<file path="src/rtl/halt_pwr_pkg.sv">
package halt_pwr_pkg;
  typedef enum logic [1:0] {
    PS_RUN   = 2'd0,
    PS_AHALT = 2'd1,
    PS_FHALT = 2'd2,
    PS_RDLY  = 2'd3
  } pwr_state_e;

  typedef enum logic {
    VEC_RST = 1'b0,
    VEC_IRQ = 1'b1
  } vec_e;
endpackage

</file>
<file path="src/rtl/halt_dly_cnt.sv">
module halt_dly_cnt #(
  parameter int unsigned DLY_CYC = 256,
  localparam int unsigned CW = (DLY_CYC > 2) ? $clog2(DLY_CYC) : 1
) (
  input  logic clk_i,
  input  logic rst_ni,
  input  logic load_i,
  input  logic run_i,
  output logic zero_o
);
  localparam logic [CW-1:0] LOAD_VAL = CW'(DLY_CYC - 1);

  logic [CW-1:0] cnt_q;

  always_ff @(posedge clk_i or negedge rst_ni) begin
    if (!rst_ni)                    cnt_q <= LOAD_VAL;
    else if (load_i)                cnt_q <= LOAD_VAL;
    else if (run_i && cnt_q != '0)  cnt_q <= cnt_q - 1'b1;
  end

  assign zero_o = (cnt_q == '0);
endmodule

</file>
<file path="src/rtl/halt_pwr_fsm.sv">
module halt_pwr_fsm
  import halt_pwr_pkg::*;
(
  input  logic       clk_i,
  input  logic       rst_ni,
  input  logic       halt_req_i,
  input  logic       ah_en_i,
  input  logic       wkup_irq_i,
  input  logic       irq_pend_i,
  input  logic       wdg_active_i,
  input  logic       wdg_halt_i,
  input  logic       rst_req_i,
  input  logic       cnt_zero_i,
  output pwr_state_e state_o,
  output logic       load_o,
  output logic       imask_clr_o,
  output logic       wdg_rst_o,
  output logic       vec_fetch_o,
  output logic       vec_sel_o
);
  pwr_state_e state_q, state_d;
  vec_e       vsel_q, vsel_d;
  logic       imclr_d, wdg_d, fetch_d;
  logic       imclr_q, wdg_q, fetch_q;

  always_comb begin
    state_d = state_q;
    vsel_d  = vsel_q;
    load_o  = 1'b0;
    imclr_d = 1'b0;
    wdg_d   = 1'b0;
    fetch_d = 1'b0;
    if (rst_req_i) begin
      // reset has priority over every wakeup
      state_d = PS_RDLY;
      load_o  = 1'b1;
    end else begin
      unique case (state_q)
        PS_RUN: begin
          if (halt_req_i) begin
            if (wdg_active_i && wdg_halt_i) begin
              state_d = PS_RDLY;
              load_o  = 1'b1;
              wdg_d   = 1'b1;
            end else if (!ah_en_i) begin
              state_d = PS_FHALT;
            end else begin
              imclr_d = 1'b1;
              if (wkup_irq_i || irq_pend_i) begin
                // pending interrupt: wake immediately
                fetch_d = 1'b1;
                vsel_d  = VEC_IRQ;
              end else begin
                state_d = PS_AHALT;
              end
            end
          end
        end
        PS_AHALT: begin
          if (wkup_irq_i) begin
            state_d = PS_RUN;
            fetch_d = 1'b1;
            vsel_d  = VEC_IRQ;
          end
        end
        PS_FHALT: ;
        PS_RDLY: begin
          if (cnt_zero_i) begin
            state_d = PS_RUN;
            fetch_d = 1'b1;
            vsel_d  = VEC_RST;
          end
        end
      endcase
    end
  end

  always_ff @(posedge clk_i or negedge rst_ni) begin
    if (!rst_ni) begin
      state_q <= PS_RDLY;
      vsel_q  <= VEC_RST;
      imclr_q <= 1'b0;
      wdg_q   <= 1'b0;
      fetch_q <= 1'b0;
    end else begin
      state_q <= state_d;
      vsel_q  <= vsel_d;
      imclr_q <= imclr_d;
      wdg_q   <= wdg_d;
      fetch_q <= fetch_d;
    end
  end

  assign state_o     = state_q;
  assign imask_clr_o = imclr_q;
  assign wdg_rst_o   = wdg_q;
  assign vec_fetch_o = fetch_q;
  assign vec_sel_o   = vsel_q;
endmodule

</file>
<file path="src/rtl/halt_clk_gate.sv">
module halt_clk_gate
  import halt_pwr_pkg::*;
#(
  parameter int unsigned NTMR = 2,
  localparam int unsigned TSW = (NTMR > 1) ? $clog2(NTMR) : 1
) (
  input  pwr_state_e        state_i,
  input  logic [TSW-1:0]    tmr_sel_i,
  output logic              cpu_clk_en_o,
  output logic              per_clk_en_o,
  output logic              osc_en_o,
  output logic [NTMR-1:0]   tmr_clk_en_o
);
  logic run_s, ahalt_s;

  assign run_s        = (state_i == PS_RUN);
  assign ahalt_s      = (state_i == PS_AHALT);
  assign cpu_clk_en_o = run_s;
  assign per_clk_en_o = run_s;
  assign osc_en_o     = (state_i != PS_FHALT);

  for (genvar g = 0; g < NTMR; g++) begin : g_tmr
    assign tmr_clk_en_o[g] = run_s || (ahalt_s && (tmr_sel_i == TSW'(g)));
  end
endmodule

</file>
<file path="src/rtl/halt_pwr_ctrl.sv">
module halt_pwr_ctrl
  import halt_pwr_pkg::*;
#(
  parameter int unsigned NTMR    = 2,
  parameter int unsigned DLY_CYC = 256,
  localparam int unsigned TSW = (NTMR > 1) ? $clog2(NTMR) : 1
) (
  input  logic            clk_i,
  input  logic            rst_ni,
  input  logic            halt_req_i,
  input  logic            ah_en_i,
  input  logic [TSW-1:0]  tmr_sel_i,
  input  logic            wkup_irq_i,
  input  logic            irq_pend_i,
  input  logic            wdg_active_i,
  input  logic            wdg_halt_i,
  input  logic            rst_req_i,
  output logic            cpu_clk_en_o,
  output logic            per_clk_en_o,
  output logic            osc_en_o,
  output logic [NTMR-1:0] tmr_clk_en_o,
  output logic            imask_clr_o,
  output logic            wdg_rst_o,
  output logic            vec_fetch_o,
  output logic            vec_sel_o
);
  pwr_state_e state;
  logic       load, cnt_zero;

  halt_pwr_fsm u_fsm (
    .clk_i        (clk_i),
    .rst_ni       (rst_ni),
    .halt_req_i   (halt_req_i),
    .ah_en_i      (ah_en_i),
    .wkup_irq_i   (wkup_irq_i),
    .irq_pend_i   (irq_pend_i),
    .wdg_active_i (wdg_active_i),
    .wdg_halt_i   (wdg_halt_i),
    .rst_req_i    (rst_req_i),
    .cnt_zero_i   (cnt_zero),
    .state_o      (state),
    .load_o       (load),
    .imask_clr_o  (imask_clr_o),
    .wdg_rst_o    (wdg_rst_o),
    .vec_fetch_o  (vec_fetch_o),
    .vec_sel_o    (vec_sel_o)
  );

  halt_dly_cnt #(.DLY_CYC(DLY_CYC)) u_cnt (
    .clk_i  (clk_i),
    .rst_ni (rst_ni),
    .load_i (load),
    .run_i  (state == PS_RDLY),
    .zero_o (cnt_zero)
  );

  halt_clk_gate #(.NTMR(NTMR)) u_gate (
    .state_i      (state),
    .tmr_sel_i    (tmr_sel_i),
    .cpu_clk_en_o (cpu_clk_en_o),
    .per_clk_en_o (per_clk_en_o),
    .osc_en_o     (osc_en_o),
    .tmr_clk_en_o (tmr_clk_en_o)
  );
endmodule

</file>
<file path="config.mk">
export PLATFORM = sky130hd
export DESIGN_NAME = halt_pwr_ctrl
export DESIGN_NICKNAME = d
export VERILOG_FILES = /design/src/rtl/halt_pwr_pkg.sv /design/src/rtl/halt_dly_cnt.sv /design/src/rtl/halt_pwr_fsm.sv /design/src/rtl/halt_clk_gate.sv /design/src/rtl/halt_pwr_ctrl.sv
export SDC_FILE = /design/constraint.sdc
export NUM_CORES = 1
export LEC_CHECK = 0
export BUFFER_PORTS_ARGS = -buffer_cell sky130_fd_sc_hd__buf_2
export CAP_MARGIN = 10
export CORE_AREA = 10 10 60 62
export DETAILED_ROUTE_END_ITERATION = 10
export DIE_AREA = 0 0 70 72
export PLACE_DENSITY = 0.52
export SLEW_MARGIN = 20
export SYNTH_ARGS = -nofsm -noshare
export SYNTH_HDL_FRONTEND = slang
export SYNTH_SLANG_ARGS = --single-unit
</file>
<file path="constraint.sdc">
create_clock -name clk_i -period 2.7 [get_ports clk_i]
set_input_delay 0.27 -clock clk_i [delete_from_list [all_inputs] [get_ports clk_i]]
set_output_delay 0.27 -clock clk_i [all_outputs]
set_load 0.02 [all_outputs]
</file>
==> Yosys cells after proc, flatten, opt, wreduce, memory -nomap -nowiden <==
Cells that the tools add are included.
Widths: inputs -> output; s select.
{ "op_classes": {"add_sub_neg": 1, "n_eq_ne": 13, "mux": 35, "n_bitwise": 2, "reduce_logical": 15} }
{ "op_table": {"columns": ["cell", "n"], "rows": [
  ["$mux 1", 23],
  ["$mux 8", 2],
  ["$mux 2", 7],
  ["$ne 2x2->1 const B", 7],
  ["$ne 3x3->1 const B", 3],
  ["$logic_not 8->1", 1],
  ["$reduce_and 8->1", 1],
  ["$reduce_bool 8->1", 1],
  ["$sub 8x1->8 const B", 1],
  ["$pmux 1 s3", 2],
  ["$pmux 2 s3", 1],
  ["$ne 5x5->1 const B", 1],
  ["$reduce_and 5->1", 1],
  ["$logic_and 1x1->1", 4],
  ["$reduce_bool 4->1", 1],
  ["$logic_or 1x1->1", 3],
  ["$reduce_bool 3->1", 1],
  ["$eq 2x1->1 const B", 1],
  ["$eq 2x2->1 const B", 1],
  ["$logic_not 2->1", 1],
  ["$not 1->1", 2],
  ["$reduce_bool 2->1", 1]
]} }
{ "totals": {"reg_bits": 14, "output_inout_bits": 9, "wordCells": 72} }

==> Logic depth before layout (Yosys ltp) <==
Gate-level depths: netlist (run 1).
{ "logic_depth": {"word_depth": 7, "ltp_mapped": 6, "depth_no_buf": 6} }

==> By module <==
From an unflattened synthesis (run 1), not the netlist that was laid out.
{ "hier_totals": {"cells_unflattened": 85, "hier_area_um2": 849.6} }
{ "modules_own_cells": {"columns": ["mod", "instances", "cells_per_inst", "area_per_inst_um2", "seq_area_each_um2"], "rows": [
  ["halt_dly_cnt", 1, 46, 474.2, 210.2],
  ["halt_pwr_fsm", 1, 32, 334.1, 152.6],
  ["halt_clk_gate", 1, 6, 35.0, 0.0],
  ["halt_pwr_ctrl", 1, 1, 6.3, 0.0]
]} }

==> Worst setup path before layout (run 1) <==
No wires, ideal clock.
{ "synth_path": {"path_type": "register -> register", "startpoint": "reg u_cnt.cnt_q[0]", "endpoint": "reg u_cnt.cnt_q[4]", "arrival_time_ns": 1.618, "required_time_ns": 2.605, "path_slack_ns": 0.987, "stages_incl_launch_ff": 7, "path_buffers": 0, "cell_sequence": "dfstp_2 inv_1 ha_1 nor2b_1 a2111oi_0 xnor2_1 nand2_1"} }
{ "synth_via": {"elab_chain_len": 3, "elab_cells_between_ends": 6, "classes_between": "add/sub: 1; mux: 2; reduce/logical: 3"} }
{ "synth_rtl": {"columns": ["item", "line", "rtl"], "rows": [
  ["from (decl)", "halt_dly_cnt.sv:13", "logic [CW-1:0] cnt_q;"],
  ["from (signal assigned)", "halt_dly_cnt.sv:18", "else if (run_i && cnt_q != '0) cnt_q <= cnt_q - 1'b1;"],
  ["$sub 8x1->8 / $reduce_bool 8->1 (equally long branches)", "halt_dly_cnt.sv:18", null],
  ["$mux 8 / $logic_and 1x1->1 (equally long branches)", "halt_dly_cnt.sv:18", null],
  ["$mux 8 / $reduce_bool 2->1 (equally long branches)", null, null]
]} }
Several ways; a longest one is shown, not always the timed one. The select of a mux whose other input is x is not followed.
A chain may end at the register's enable or synchronous reset.

==> Worst setup path in the final report (run 1) <==
{ "layout_path": {"startpoint": "reg u_cnt.cnt_q[0]", "endpoint": "reg u_cnt.cnt_q[5]"} }
Same word-level chain as after synthesis.

==> impl_metrics.env, run 1 <==
export IMPL_status="complete, no violations"
export IMPL_hold_viol_final=0
export IMPL_swShare=0.235
export IMPL_pwr_share_seq=0.530
export IMPL_startpoint="u_cnt.cnt_q[0]"
export IMPL_ir_worst_vdd_mv=0.255
export IMPL_timing_rr_end="u_cnt.cnt_q[5]"
export IMPL_die_w_microns=70
export IMPL_synth_distinct_cells=37
export IMPL_ys_seq_area_frac=0.439
export IMPL_slew_limit_headroom=0.619
export IMPL_clk_pin_slew_ns=0.09
export IMPL_total_power_uw=416
export IMPL_critical_path_class="reg2reg"
export IMPL_fin_skew_ns=0.00552
export IMPL_cts_root_buffer="clkbuf_4"
export IMPL_dp_hpwl_mm=1.43
export IMPL_hold_path_class="in2reg"
export IMPL_cp_endpoint="u_cnt.cnt_q[5]"
export IMPL_rows=18
export IMPL_critical_path_arrival_ns=2.06
export IMPL_switchingPower_uw=98.1
export IMPL_reg2regPathDepth=6
export IMPL_synth_warnings=0
export IMPL_cp_start_kind="register"
export IMPL_first_iter_violations=51
export IMPL_reg2reg_from="u_cnt.cnt_q[0]"
export IMPL_crit_fanout=4
export IMPL_yosysTopAreaCell="dfstp_2"
export IMPL_period_minus_slack_ns=1.86
export IMPL_vias=689
export IMPL_synth_area_leaders="dfstp_2 32%, dfrtp_1 12%, xnor2_1 4.2%, nand2_1 4.1%, a21oi_1 3.6%"
export IMPL_end_kind="register"
export IMPL_nets=119
export IMPL_die_height_microns=72
export IMPL_syn_area_per_cell_sq_um=9.62
export IMPL_drv_slew=0
export IMPL_numCtsBuffers=3
export IMPL_setup_violations=0
export IMPL_cts_hold_repair_buffers=1
export IMPL_cts_resized=0
export IMPL_htreeDepth=1
export IMPL_cts_tree="done"
export IMPL_dr_pass1_iters=4
export IMPL_initial_core_util=0.340
export IMPL_pin_count=19
export IMPL_syn_nets=98
export IMPL_postRouteAntennaNets=0
export IMPL_cp_required_ns=2.90
export IMPL_wl_per_cell_microns=13.6
export IMPL_rsz0062_at_grt="false"
export IMPL_max_freq_mhz=536
export IMPL_ys_flop_type="dfstp_2"
export IMPL_ff2ff_setup_slack_ns=0.84
export IMPL_gp_congestion=0.696
export IMPL_synth_seq_cells=14
export IMPL_grt_max_degree=16
export IMPL_first_global_vias=737
export IMPL_grtUsageTotal=0.0760
export IMPL_cts_buffer_depth=2
export IMPL_finalSetupTns_ns=0
export IMPL_dieArea_sq_um=5040
export IMPL_drt_wl_total_mm=1.85
export IMPL_power_share_clock=0.373
export IMPL_netlist_area_sq_um=827
export IMPL_io_buffers=18
export IMPL_pwr_density_cell_nw_per_um2=423
export IMPL_finalCritPeriodShare=0.691
export IMPL_grt_overflow_total=0
export IMPL_clock_latency_ns=0.28
export IMPL_synth_edf_count=0
export IMPL_netlist_instances=86
export IMPL_drc=0
export IMPL_antennaDiodeCount=0
export IMPL_power_leakage_uw=0.000431
export IMPL_comb_power_share=0.097
export IMPL_drv_cap=0
export IMPL_grt_pass1_wl_mm=3.17
export IMPL_synthArstFlopShare=1.00
export IMPL_clock_sinks=14
export IMPL_power_internal_uw=318
export IMPL_tightest_slew_ns=0.570
export IMPL_post_cts_setup_buffer_count=0
export IMPL_fillers=254
export IMPL_syn_to_final_growth_pct=19.1
export IMPL_drive_gt1_frac=0.387
export IMPL_synth_top_cell_area_share=0.318
export IMPL_core_sq_um=2430
export IMPL_vias_per_cell=5.07
export IMPL_antenna_found_initial=0
[critical path, cell delays in order, from the launching register on]
cell	delay, ns
dfstp_2	0.55
inv_1	0.06
ha_1	0.21
nor2b_1	0.17
a211oi_1	0.47
a21oi_1	0.15
nand3b_1	0.18
[placed cells by master, fill, tap and decap left out, types with 3 or more instances in the layout]
master / count
nor2b_1: 4
nand3_1: 3
inv_1: 4
nor2_1: 7
dfrtp_1: 4
a21oi_1: 6
clkbuf_4: 3
buf_2: 18
nand2_1: 9
xnor2_1: 4
nor3_1: 3
dfstp_2: 10
[metal layers]
layer	vias up	share of wire	global-route usage
li1	344	-	-
met1	329	0.49	0.0912
met2	14	0.44	0.117
met3	2	0.045	0.0190
met4	0	0.019	0.0526
met5	-	0	0
[area by class of cell]
class / count / area, sq um / area share
timing repair buffer: 19 / 100 / 0.102
inverter: 4 / 15.0 / 0.0152
sequential: 14 / 363 / 0.368
clock buffer: 4 / 36.3 / 0.0368
tap: 30 / 37.5 / 0.0381
multi-input combinational: 65 / 433 / 0.440
[cell usage after synthesis, types with 3 or more instances]
cell / instances
dfstp_2: 10
nand2_1: 9
nor2_1: 7
a21oi_1: 6
dfrtp_1: 4
inv_1: 4
nor2b_1: 4
xnor2_1: 4
nand3_1: 3
nor3_1: 3
[registers in the layout, indices dropped and copies added, names as in the netlist]
signal / count
u_cnt.cnt_q: 8
u_fsm.imask_clr_o: 1
u_fsm.state_o: 2
u_fsm.vec_fetch_o: 1
u_fsm.vec_sel_o: 1
u_fsm.wdg_rst_o: 1
[how the worst min path moves through the flow]
stage | from | cells past startpoint | to
2_1_floorplan | rst_ni | 0 | u_fsm.imask_clr_o
4_1_cts | rst_req_i | 2 | u_fsm.wdg_rst_o
6_report | rst_req_i | 2 | u_fsm.wdg_rst_o
3_5_place_dp | rst_ni | 1 | u_fsm.wdg_rst_o
5_1_grt | rst_req_i | 2 | u_fsm.wdg_rst_o
3_3_place_gp | rst_ni | 1 | u_fsm.wdg_rst_o
[power groups by stage]
stage | logic, uW | registers, uW | clock network [uW]
3_3_place_gp | 39.5 | 224 | 0
6_report | 40.4 | 221 | 155
4_1_cts | 41.3 | 221 | 162
5_1_grt | 46.5 | 222 | 171
2_1_floorplan | 22.8 | 223 | 0
3_5_place_dp | 40.1 | 224 | 0
[cells by family (layout without fill, tap and decap cells)]
group,Yosys count,count (layout),synth area share
compound gates,17,17,0.151
simple gates,40,40,0.269
xor+xnor,4,4,0.0424
buf+inv,7,27,0.0378
fa+ha+maj,2,2,0.0303
mux,2,2,0.0303
flops,14,14,0.439
[per-stage QoR]
step / util / cell area (sq um) / cells / setup WS [ns] / hold slack, ns
after floorplan: - / 827 / 86 / 0.987 / -0.0256
after global placement: 0.386 / 938 / 131 / 0.917 / 0.188
after detailed placement: 0.386 / 938 / 131 / 0.846 / 0.188
after CTS: 0.405 / 985 / 136 / 0.842 / 0.222
after global routing: 0.405 / 985 / 136 / 0.623 / 0.245
final: 0.405 / 985 / 136 / 0.835 / 0.232
No activity file was read; power rests on OpenSTA's default activity.
==> inputs of run 2 (changes only) <==
--- a/config.mk
+++ b/config.mk
@@ -10,7 +10,7 @@
 export CORE_AREA = 10 10 60 62
 export DETAILED_ROUTE_END_ITERATION = 10
 export DIE_AREA = 0 0 70 72
-export PLACE_DENSITY = 0.52
+export PLACE_DENSITY = 0.54
 export SLEW_MARGIN = 20
 export SYNTH_ARGS = -nofsm -noshare
 export SYNTH_HDL_FRONTEND = slang
==> constraint.sdc (replaced) <==
create_clock -name clk_i -period 1.64 [get_ports clk_i]
set_input_delay 0.164 -clock clk_i [delete_from_list [all_inputs] [get_ports clk_i]]
set_output_delay 0.164 -clock clk_i [all_outputs]
set_load 0.02 [all_outputs]
==> run 2 against run 1 <==
Effect of this change: the flow now finishes with violations (setup timing); design area rose by 13%; critical path depth fell by 2; clock power rose by 66%; fmax rose by 12%; sequential power rose by 65%; highest routed layer unchanged.
==> impl_metrics.env, run 2 (same netlist as run 1, synthesis figures left out) <==
export IMPL_status="complete, but fails checks"
export IMPL_failed_checks="setup timing"
export IMPL_postRouteAntennaNets=0
export IMPL_htreeDepth=1
export IMPL_critical_path_arrival_ns=1.90
export IMPL_multi_input_area_sq_um=503
export IMPL_fin_skew_ns=0.00136
export IMPL_cp_required_ns=1.88
export IMPL_die_height_microns=72
export IMPL_regArea_sq_um=363
export IMPL_busiest_layer="met2"
export IMPL_pin_count=19
export IMPL_hold_depth=2
export IMPL_power_internal_uw=538
export IMPL_comb_power_share=0.125
export IMPL_reg2reg_from="u_cnt.cnt_q[4]"
export IMPL_nets=127
export IMPL_period_minus_slack_ns=1.66
export IMPL_drv_cap=0
export IMPL_drt_wl_total_mm=1.94
export IMPL_crit_fanout=5
export IMPL_wl_per_cell_microns=13.5
export IMPL_cts_root_buffer="clkbuf_4"
export IMPL_regMostFlops="u_cnt.cnt_q"
export IMPL_layout_common_cells="18 x buf_2, 10 x dfstp_2, 9 x nand2_1"
export IMPL_antenna_found_initial=0
export IMPL_hold_viol_final=0
export IMPL_rows=18
export IMPL_dpl_cell_area_sq_um=995
export IMPL_largest_reg_flops=8
export IMPL_clk_pin_slew_ns=0.09
export IMPL_grtUsageMet3=0.0259
export IMPL_placed_cells=138
export IMPL_die_w_microns=70
export IMPL_drv_slew=0
export IMPL_rsz0062_at_grt="true"
export IMPL_dp_hpwl_mm=1.43
export IMPL_clock_latency_ns=0.28
export IMPL_cts_buffer_depth=2
export IMPL_hold_path_class="in2reg"
export IMPL_fillers=235
export IMPL_clock_sinks=14
export IMPL_finalCritPeriodShare=1.01
export IMPL_drc=0
export IMPL_setup_violations=1
export IMPL_first_iter_violations=23
export IMPL_grt_overflow_total=0
export IMPL_met2_usage=0.131
export IMPL_first_global_vias=784
export IMPL_fin_area_sq_um=1110
export IMPL_layout_commonest_cell="buf_2"
export IMPL_slew_limit_headroom=0.760
export IMPL_timing_rr_end="u_cnt.cnt_q[1]"
export IMPL_grt_max_degree=15
export IMPL_stdcell_count=144
export IMPL_hold_ws_ns=0.132
export IMPL_io_buffers=18
export IMPL_setup_ws_ns=-0.0195
export IMPL_ff2ff_setup_slack_ns=-0.02
export IMPL_cp_start_kind="register"
export IMPL_min_from="irq_pend_i"
export IMPL_max_freq_mhz=603
export IMPL_dr_pass1_iters=3
export IMPL_min_to="u_fsm.vec_fetch_o"
export IMPL_power_share_clock=0.362
export IMPL_initial_core_util=0.340
export IMPL_power_leakage_uw=0.000493
export IMPL_grtUsageTotal=0.0806
export IMPL_gp_congestion=0.771
export IMPL_dieArea_sq_um=5040
export IMPL_switchingPower_uw=173
export IMPL_pwr_share_seq=0.513
export IMPL_drive_gt1_frac=0.518
export IMPL_met1_usage=0.0963
export IMPL_vias=703
export IMPL_ir_worst_vdd_mv=0.608
export IMPL_finalSetupTns_ns=-0.0195
export IMPL_cts_tree="done"
export IMPL_vias_per_cell=4.88
export IMPL_reg2regPathDepth=4
export IMPL_end_kind="register"
export IMPL_syn_to_final_growth_pct=34.8
export IMPL_pwr_density_cell_nw_per_um2=637
export IMPL_grt_pass1_wl_mm=3.39
export IMPL_numCtsBuffers=3
export IMPL_tightest_slew_ns=0.357
export IMPL_antennaDiodeCount=0
export IMPL_core_sq_um=2430
export IMPL_swShare=0.243
export IMPL_critical_path_class="reg2reg"
[run 2: cell types whose count changed in the layout (fill, tap and decap cells not counted), sizes merged]
cell and delta:
buf +8
[run 2: metal layers]
layer	routed length (microns)	vias up
met5	0	-
met4	27	0
met3	58	2
met2	894	13
met1	955	328
li1	-	360
[run 2: worst max-delay path, cell delays in order (launching register included)]
cell and delay (ns):
dfstp_2 0.42, or4_4 0.54, o211a_1 0.28, mux2_4 0.31, nand2_2 0.06
[run 2: power by group through the flow]
stage	logic (uW)	clock network, uW	registers [uW]
3_5_place_dp	76.4	0	369
6_report	88.7	257	365
3_3_place_gp	75.7	0	368
5_1_grt	101	284	366
4_1_cts	86.7	266	365
2_1_floorplan	37.8	0	368
[run 2: cell type report]
type / count / area share
tap: 30 / 0.0337
clock buffer: 4 / 0.0325
multi-input combinational: 65 / 0.451
inverter: 4 / 0.0135
sequential: 14 / 0.325
timing repair buffer: 27 / 0.144
[run 2: worst max-delay path by stage]
| stage | startpoint | end | slack, ns |
|---|---|---|---|
| 2_1_floorplan | u_cnt.cnt_q[0] | u_cnt.cnt_q[6] | -0.03 |
| 3_3_place_gp | u_cnt.cnt_q[0] | u_cnt.cnt_q[6] | -0.09 |
| 3_5_place_dp | u_cnt.cnt_q[0] | u_cnt.cnt_q[4] | -0.12 |
| 4_1_cts | u_cnt.cnt_q[1] | u_cnt.cnt_q[1] | -0.002 |
| 5_1_grt | u_cnt.cnt_q[1] | u_cnt.cnt_q[4] | -0.08 |
| 6_report | u_cnt.cnt_q[4] | u_cnt.cnt_q[1] | -0.02 |
[run 2: through the flow]
| step | total power [uW] | utilization | setup WS (ns) |
|---|---|---|---|
| 2_1_floorplan | 406 | - | -0.0334 |
| 3_3_place_gp | 444 | 0.409 | -0.0850 |
| 3_5_place_dp | 445 | 0.409 | -0.119 |
| 4_1_cts | 717 | 0.449 | -0.00154 |
| 5_1_grt | 750 | 0.458 | -0.0800 |
| 6_report | 711 | 0.458 | -0.0195 |
[run 2: repair_timing]
item	in CTS	in global routing
cloned	0	0
setup buffers	1	0
gates resized for setup	10	4
hold buffers	1	0
pin swaps	5	1
setup endpoints to repair	5	9
endpoints found under the hold margin	4	0
==> inputs of run 3 (changes only) <==
--- a/config.mk
+++ b/config.mk
@@ -11,6 +11,7 @@
 export DETAILED_ROUTE_END_ITERATION = 10
 export DIE_AREA = 0 0 70 72
 export PLACE_DENSITY = 0.54
+export RECOVER_POWER = 25
 export SLEW_MARGIN = 20
 export SYNTH_ARGS = -nofsm -noshare
 export SYNTH_HDL_FRONTEND = slang
==> run 3 against run 2 <==
Effect of this change: the run still ends with setup timing left; die area stayed put; count of clock-buffer cells in the layout stayed put; critical path depth stayed put; clock power hardly changed; via count stayed put; hold slack stayed put; clock skew stayed put; worst setup slack stayed put; flip-flop and latch count stayed put; wire length is 0.10% lower; highest routed layer unchanged.
==> impl_metrics.env, run 3 (same netlist as run 1, synthesis figures left out) <==
export IMPL_status="complete, but fails checks"
export IMPL_failed_checks="setup timing"
export IMPL_power_leakage_uw=0.000490
export IMPL_max_freq_mhz=603
export IMPL_finalCritPeriodShare=1.01
export IMPL_regMostFlops="u_cnt.cnt_q"
export IMPL_critical_path_arrival_ns=1.90
export IMPL_vias=703
export IMPL_first_global_vias=784
export IMPL_fin_skew_ns=0.00136
export IMPL_nets=127
export IMPL_critical_path_class="reg2reg"
export IMPL_tightest_slew_ns=0.771
export IMPL_numCtsBuffers=3
export IMPL_cts_root_buffer="clkbuf_4"
export IMPL_antennaDiodeCount=0
export IMPL_clk_pin_slew_ns=0.09
export IMPL_end_kind="register"
export IMPL_grt_overflow_total=0
export IMPL_pwr_density_cell_nw_per_um2=638
export IMPL_gp_congestion=0.771
export IMPL_setup_ws_ns=-0.0195
export IMPL_grt_max_degree=15
export IMPL_postRouteAntennaNets=0
export IMPL_fin_area_sq_um=1110
export IMPL_vias_per_cell=4.88
export IMPL_drv_slew=0
export IMPL_slew_limit_headroom=0.486
export IMPL_clock_latency_ns=0.28
export IMPL_crit_fanout=5
export IMPL_grtUsageTotal=0.0806
export IMPL_die_height_microns=72
export IMPL_cp_required_ns=1.88
export IMPL_dieArea_sq_um=5040
export IMPL_hold_depth=2
export IMPL_layout_commonest_cell="buf_2"
export IMPL_rsz0062_at_grt="true"
export IMPL_htreeDepth=1
export IMPL_die_w_microns=70
export IMPL_core_sq_um=2430
export IMPL_drive_gt1_frac=0.509
export IMPL_io_buffers=18
export IMPL_cts_tree="done"
export IMPL_drv_cap=0
export IMPL_largest_reg_flops=8
export IMPL_setup_violations=1
export IMPL_wl_per_cell_microns=13.4
export IMPL_dpl_cell_area_sq_um=995
export IMPL_stdcell_count=144
export IMPL_ff2ff_setup_slack_ns=-0.02
export IMPL_postLayoutCoreUtil=0.458
export IMPL_cts_buffer_depth=2
export IMPL_antenna_found_initial=0
export IMPL_reg2regPathDepth=4
export IMPL_rows=18
export IMPL_grt_pass1_wl_mm=3.39
export IMPL_finalSetupTns_ns=-0.0195
export IMPL_dr_pass1_iters=3
export IMPL_fillers=236
export IMPL_syn_to_final_growth_pct=34.6
export IMPL_placed_cells=138
export IMPL_layout_common_cells="17 x buf_2, 10 x dfstp_2, 9 x nand2_1"
export IMPL_ir_worst_vdd_mv=0.608
export IMPL_cp_start_kind="register"
export IMPL_hold_path_class="in2reg"
export IMPL_drc=0
export IMPL_period_minus_slack_ns=1.66
export IMPL_drt_wl_total_mm=1.94
export IMPL_first_iter_violations=23
export IMPL_initial_core_util=0.340
export IMPL_dp_hpwl_mm=1.43
export IMPL_hold_viol_final=0
export IMPL_pin_count=19
export IMPL_clock_sinks=14
run 3: cell types whose count changed in the layout (fill, tap and decap cells not counted), sizes merged:
| cell | previous run | this run |
|---|---|---|
| clkbuf | 4 | 5 |
| buf | 26 | 25 |
run 3: final cells by class:
class	count	area [sq um]	share of cell area
Tap cell	30	37.5	0.0337
Sequential cell	14	363	0.326
Multi-Input combinational cell	65	503	0.452
Timing Repair Buffer	27	159	0.143
Inverter	4	15.0	0.0135
Clock buffer	4	36.3	0.0326
run 3: through the flow:
stage	hold WS, ns	worst slack (ns)	total power, uW
2_1_floorplan	-0.132	-0.0334	406
3_3_place_gp	0.0809	-0.0850	444
3_5_place_dp	0.0800	-0.119	445
4_1_cts	0.131	-0.00154	717
5_1_grt	0.131	-0.0800	750
6_report	0.132	-0.0195	710
run 3: power by group:
part	switching (uW)	internal [uW]	total [uW]	leakage, uW
Combinational	43.8	44.5	88.3	0.000308
Sequential	7.01	358	365	0.000161
Clock	122	135	257	0.0000210
Total	173	537	710	0.000490
run 3: worst paths after layout:
path	to	from
hold reg to reg	u_cnt.cnt_q[2]	u_cnt.cnt_q[2]
setup / recovery	u_cnt.cnt_q[1]	u_cnt.cnt_q[4]
hold / removal	u_fsm.vec_fetch_o	irq_pend_i
min in group asynchronous	u_fsm.wdg_rst_o	rst_ni
max in group asynchronous	u_fsm.vec_sel_o	rst_ni
setup reg to reg	u_cnt.cnt_q[1]	u_cnt.cnt_q[4]
run 3: critical path: stages, from the launching register on:
cell and delay (ns):
dfstp_2 0.42, or4_4 0.54, o211a_1 0.28, mux2_4 0.31, nand2_2 0.06
run 3: routing by layer:
| metal | global-route usage | part of all wire | vias to the layer above | wire [microns] |
|---|---|---|---|---|
| li1 | - | - | 360 | - |
| met1 | 0.0963 | 0.49 | 328 | 953 |
| met2 | 0.131 | 0.46 | 13 | 894 |
| met3 | 0.0259 | 0.030 | 2 | 58 |
| met4 | 0.0329 | 0.014 | 0 | 27 |
| met5 | 0 | 0 | - | 0 |
run 3: what timing repair did:
item                                   CTS  global route
buffers inserted                         1             0
pin swaps                                5             1
endpoints found under the hold margin    4             0
setup endpoints to repair                5             9
resized for setup                       10             4
hold buffers                             1             0
